<file path="config.mk">
export PLATFORM = sky130hd
export DESIGN_NAME = bank_select_decoder
export DESIGN_NICKNAME = d
export VERILOG_FILES = /design/src/rtl/bank_select_pkg.sv /design/src/rtl/bank_region.sv /design/src/rtl/bank_policy.sv /design/src/rtl/bank_cs_reg.sv /design/src/rtl/bank_select_decoder.sv
export SDC_FILE = /design/constraint.sdc
export NUM_CORES = 1
export LEC_CHECK = 0
export ABC_CLOCK_PERIOD_IN_PS = 1320
export BUFFER_PORTS_ARGS = -buffer_cell sky130_fd_sc_hd__buf_2
export CELL_PAD_IN_SITES_DETAIL_PLACEMENT = 1
export CELL_PAD_IN_SITES_GLOBAL_PLACEMENT = 2
export CORE_MARGIN = 4
export CORE_UTILIZATION = 13
export DETAILED_ROUTE_END_ITERATION = 8
export PLACE_DENSITY_LB_ADDON = 0.15
export SLEW_MARGIN = 10
export SYNTH_ARGS = -nofsm -noshare
export SYNTH_HDL_FRONTEND = slang
export SYNTH_SLANG_ARGS = --single-unit
</file>
<file path="constraint.sdc">
create_clock -name clk_i -period 1.32 [get_ports clk_i]
set_input_delay 0.264 -clock clk_i [delete_from_list [all_inputs] [get_ports clk_i]]
set_output_delay 0.264 -clock clk_i [all_outputs]
set_load 0.05 [all_outputs]
</file>
<file path="src/rtl/bank_select_pkg.sv">
package bank_select_pkg;
  typedef enum logic [2:0] {
    TGT_RAM   = 3'd0,
    TGT_LOROM = 3'd1,
    TGT_HIROM = 3'd2,
    TGT_GLYPH = 3'd3,
    TGT_IO    = 3'd4
  } target_e;

  localparam int NUM_CS = 5;

  typedef enum logic [1:0] {
    REG_PLAIN  = 2'd0,
    REG_LOWWIN = 2'd1,
    REG_SHARED = 2'd2,
    REG_HIWIN  = 2'd3
  } region_e;
endpackage

</file>
<file path="src/rtl/bank_region.sv">
module bank_region
  import bank_select_pkg::*;
#(
  parameter int ADDR_W = 16,
  parameter int NIB_W = 4,
  parameter logic [NIB_W-1:0] LOW_BASE = 4'hA,
  parameter int LOW_SPAN = 2,
  parameter logic [NIB_W-1:0] SHARED_BASE = 4'hD,
  parameter int SHARED_SPAN = 1,
  parameter logic [NIB_W-1:0] HIGH_BASE = 4'hE,
  parameter int HIGH_SPAN = 2
) (
  input  logic [ADDR_W-1:0] addr_i,
  output region_e           region_o
);
  localparam int LOW_END = int'(LOW_BASE) + LOW_SPAN;
  localparam int SHARED_END = int'(SHARED_BASE) + SHARED_SPAN;
  localparam int HIGH_END = int'(HIGH_BASE) + HIGH_SPAN;

  logic [NIB_W-1:0] nib;
  int nib_int;

  assign nib = addr_i[ADDR_W-1 -: NIB_W];
  assign nib_int = int'(nib);

  always_comb begin
    region_o = REG_PLAIN;
    if (nib_int >= int'(LOW_BASE) && nib_int < LOW_END)
      region_o = REG_LOWWIN;
    else if (nib_int >= int'(SHARED_BASE) && nib_int < SHARED_END)
      region_o = REG_SHARED;
    else if (nib_int >= int'(HIGH_BASE) && nib_int < HIGH_END)
      region_o = REG_HIWIN;
  end
endmodule

</file>
<file path="src/rtl/bank_policy.sv">
module bank_policy
  import bank_select_pkg::*;
(
  input  region_e region_i,
  input  logic    read_i,
  input  logic    map_low_i,
  input  logic    map_high_i,
  input  logic    map_io_i,
  output target_e target_o
);
  logic shared_live;

  assign shared_live = map_low_i | map_high_i;

  always_comb begin
    target_o = TGT_RAM;
    unique case (region_i)
      REG_LOWWIN: if (read_i && map_low_i && map_high_i) target_o = TGT_LOROM;
      REG_HIWIN:  if (read_i && map_high_i) target_o = TGT_HIROM;
      REG_SHARED: begin
        if (shared_live) begin
          if (map_io_i)    target_o = TGT_IO;
          else if (read_i) target_o = TGT_GLYPH;
        end
      end
      default: target_o = TGT_RAM;
    endcase
  end
endmodule

</file>
<file path="src/rtl/bank_cs_reg.sv">
module bank_cs_reg
  import bank_select_pkg::*;
#(
  parameter int N = NUM_CS
) (
  input  logic         clk_i,
  input  logic         rst_ni,
  input  logic         phase_hi_i,
  input  target_e      target_i,
  output logic [N-1:0] cs_o
);
  logic [N-1:0] hot;

  for (genvar g = 0; g < N; g++) begin : g_dec
    assign hot[g] = (target_i == target_e'(g));
  end

  always_ff @(posedge clk_i) begin
    if (!rst_ni)         cs_o <= '0;
    else if (phase_hi_i) cs_o <= hot;
    else                 cs_o <= '0;
  end
endmodule

</file>
<file path="src/rtl/bank_select_decoder.sv">
module bank_select_decoder
  import bank_select_pkg::*;
#(
  parameter int ADDR_W = 16
) (
  input  logic              clk_i,
  input  logic              rst_ni,
  input  logic              phase_hi_i,
  input  logic [ADDR_W-1:0] addr_i,
  input  logic              read_i,
  input  logic              map_low_i,
  input  logic              map_high_i,
  input  logic              map_io_i,
  output logic [NUM_CS-1:0] cs_o
);
  region_e region;
  target_e target;

  bank_region #(.ADDR_W(ADDR_W)) u_region (
    .addr_i  (addr_i),
    .region_o(region)
  );

  bank_policy u_policy (
    .region_i  (region),
    .read_i    (read_i),
    .map_low_i (map_low_i),
    .map_high_i(map_high_i),
    .map_io_i  (map_io_i),
    .target_o  (target)
  );

  bank_cs_reg #(.N(NUM_CS)) u_reg (
    .clk_i     (clk_i),
    .rst_ni    (rst_ni),
    .phase_hi_i(phase_hi_i),
    .target_i  (target),
    .cs_o      (cs_o)
  );
endmodule

</file>
==> impl_results.md <==
* Port bufs at 15
* Register area share after synthesis at 44.0%
* Hold path depth at 3
* Via count at 267
* Area growth, synth to finish at 56.6%
* # rows at 14
* Worst-margin pin slew at 0.333 ns
* Share of cells above drive strength 1 at 43.5%
* WS Path Type: primary input to flop
* Final hold vios at 0
* DRT iter0 DRCs at 0
* Num ports at 28
* DR WL/cell at 10.9 um
* GRT Overall Usage at 6.51%
* Deepest clock path buffer count at 2
* Pleak at 0.163 nW
* Synthesized net count at 49
* Cell Area, Synth at 228 um^2
* # fillers at 198
* Yosys cell types at 14
* Post-Route WL at 674 um
* Vias in the first global route at 289
* Post-CTS Setup Bufs at 0
* Largest reg by FF count: u_reg.cs_o
* Seq cells post-synth at 5
* TritonCTS clock tree: built
* Hold Crit Class: primary input to flop
* ANT cells at 0
* Worst setup EP type: flop
* CP peak stage delay at 0.30 ns
* Critical Path RT at 1.43 ns
* Initial Util at 14.4%
* Root Driver: clkbuf_4
* Routability Congestion at 0.674
* Hold Buf Count CTS at 0
* Max cap viols at 0
* Clock Sinks at 5
* Fin Hold WS at 0.301 ns
* Worst-path clk slew at 0.04 ns
* Area of the core at 1580 um^2
* RSZ-0062 raised after global routing: false
* Top Usage Layer GRT: met2
* Slew HR at 77.6%
* Syn Area/Cell at 8.76 um^2
* Crit-path slowest cell: a21boi_0
* Top Registers: u_reg.cs_o (5)
* Worst Hold Launch: phase_hi_i
* Synth Instances at 26
* DRC viols at 0
* Fmax at 912 MHz
* Placed cell area at 330 um^2
* Final setup fails at 0
* Slew Limit Fails at 0
* Largest register FFs at 5
* Worst VDD drop at 0.219 mV
* Status: completed
* H-Tree Level Count at 1
* GR Util met1 at 8.14%
* CP max FO at 4
* Crit-path cells: buf_2 -> and4b_1 -> o21ai_0 -> a21boi_0 -> nor2_1
* Post_cts resized at 0
* Vias per std cell at 4.31
* 1st-pass router iterations at 1
* Die Height at 49.9 um
* Nets at 70
* Hold Path End: u_reg.cs_o[4]$_SDFF_PN0_
* Global-route met2 utilization at 8.81%
* GRT overflow at 0
* First-pass GRT wire length at 1220 um
* Initial antenna violation count at 0
* DIE WIDTH at 49.9 um
* Critical Path AT at 1.21 ns
* Detail Route Antenna Nets at 0
* Period utilization at 83.0%
* DIE AREA at 2490 um^2
* Largest net degree at the start of global routing at 6
* Total CTS buffers at 3
* Delay-heaviest family, CP: compound AO/OA/AOI/OAI gates
* Fin area at 357 um^2
* PwrDens at 1040 nW/um^2
* Minimum clock period at 1.10 ns
* Total of warnings raised by yosys at 0
* Crit path buf inv count at 1
* Crit path launch type: primary input
* Met3 Use GR at 2.11%
where the power goes:
group	total (W)	internal (W)	leakage, nW	switching, W
Combinational	0.0000487	0.0000197	0.107	0.0000289
Sequential	0.000154	0.000154	0.0405	0.000000389
Clock	0.000169	0.000114	0.0150	0.0000548
worst max path at each step:
stage,depth (start not counted),end,slack (ns),start
finish,5,u_reg.cs_o[0]$_SDFF_PN0_,0.22,addr_i[13]
global route,5,u_reg.cs_o[0]$_SDFF_PN0_,0.13,addr_i[13]
CTS,5,u_reg.cs_o[0]$_SDFF_PN0_,0.20,addr_i[13]
detailed placement,5,u_reg.cs_o[0]$_SDFF_PN0_,-0.05,addr_i[13]
global placement,5,u_reg.cs_o[0]$_SDFF_PN0_,-0.02,addr_i[13]
floorplan,4,u_reg.cs_o[1]$_SDFF_PN0_,0.25,addr_i[13]
kinds of logic (layout without fill, tap and decap cells):
group | after synthesis | in the layout | share of synthesized area [%]
simple gates | 12 | 12 | 27.5
compound gates | 9 | 9 | 28.6
flops | 5 | 5 | 44.0
buf+inv | 0 | 20 | 0
routing by layer:
layer	share of wire, %	vias to the layer above
met3	7.6	0
li1	-	142
met2	46	11
met4	0	0
met1	46	114
met5	0	-
placed cells by master (no fill, tap or decap):
cell type   n
nand2_1     1
nor2_1      6
clkbuf_1    1
buf_2      15
a21oi_1     1
a221o_1     1
o21a_1      1
dfxtp_1     5
nand4b_1    1
and4b_1     1
clkbuf_4    3
o21ai_0     2
nand3_1     2
o211ai_1    1
a21boi_0    1
and3_2      1
o2111ai_1   2
buf_4       1
cell usage after synthesis:
cell | count | area, um^2
a21boi_0 | 1 | 7.51
a21oi_1 | 1 | 5.00
a221o_1 | 1 | 10.0
and3_2 | 1 | 7.51
and4b_1 | 1 | 10.0
dfxtp_1 | 5 | 100
nand2_1 | 1 | 3.75
nand3_1 | 2 | 10.0
nand4b_1 | 1 | 8.76
nor2_1 | 6 | 22.5
o2111ai_1 | 2 | 17.5
o211ai_1 | 1 | 7.51
o21a_1 | 1 | 7.51
o21ai_0 | 2 | 10.0
layout make-up:
class	instances	area (um^2)	area share, %
repair buffers	16	82.6	23.2
flip-flops and latches	5	100	28.1
multi-input cells	21	128	35.8
well taps	16	20.0	5.61
clock buffers	4	26.3	7.37
through the flow:
| step | utilization [%] | std cells | TNS [ns] | power [W] | setup WS, ns |
|---|---|---|---|---|---|
| after CTS | 22.6 | 62 | 0 | 0.000381 | 0.203 |
| after global routing | 22.6 | 62 | 0 | 0.000401 | 0.130 |
| after detailed placement | 21.0 | 58 | -0.113 | 0.000206 | -0.0462 |
| after floorplan | - | 26 | 0 | 0.000177 | 0.251 |
| after global placement | 21.0 | 58 | -0.0552 | 0.000205 | -0.0223 |
| final | 22.6 | 62 | 0 | 0.000372 | 0.224 |
No activity file was read; power rests on OpenSTA's default activity.
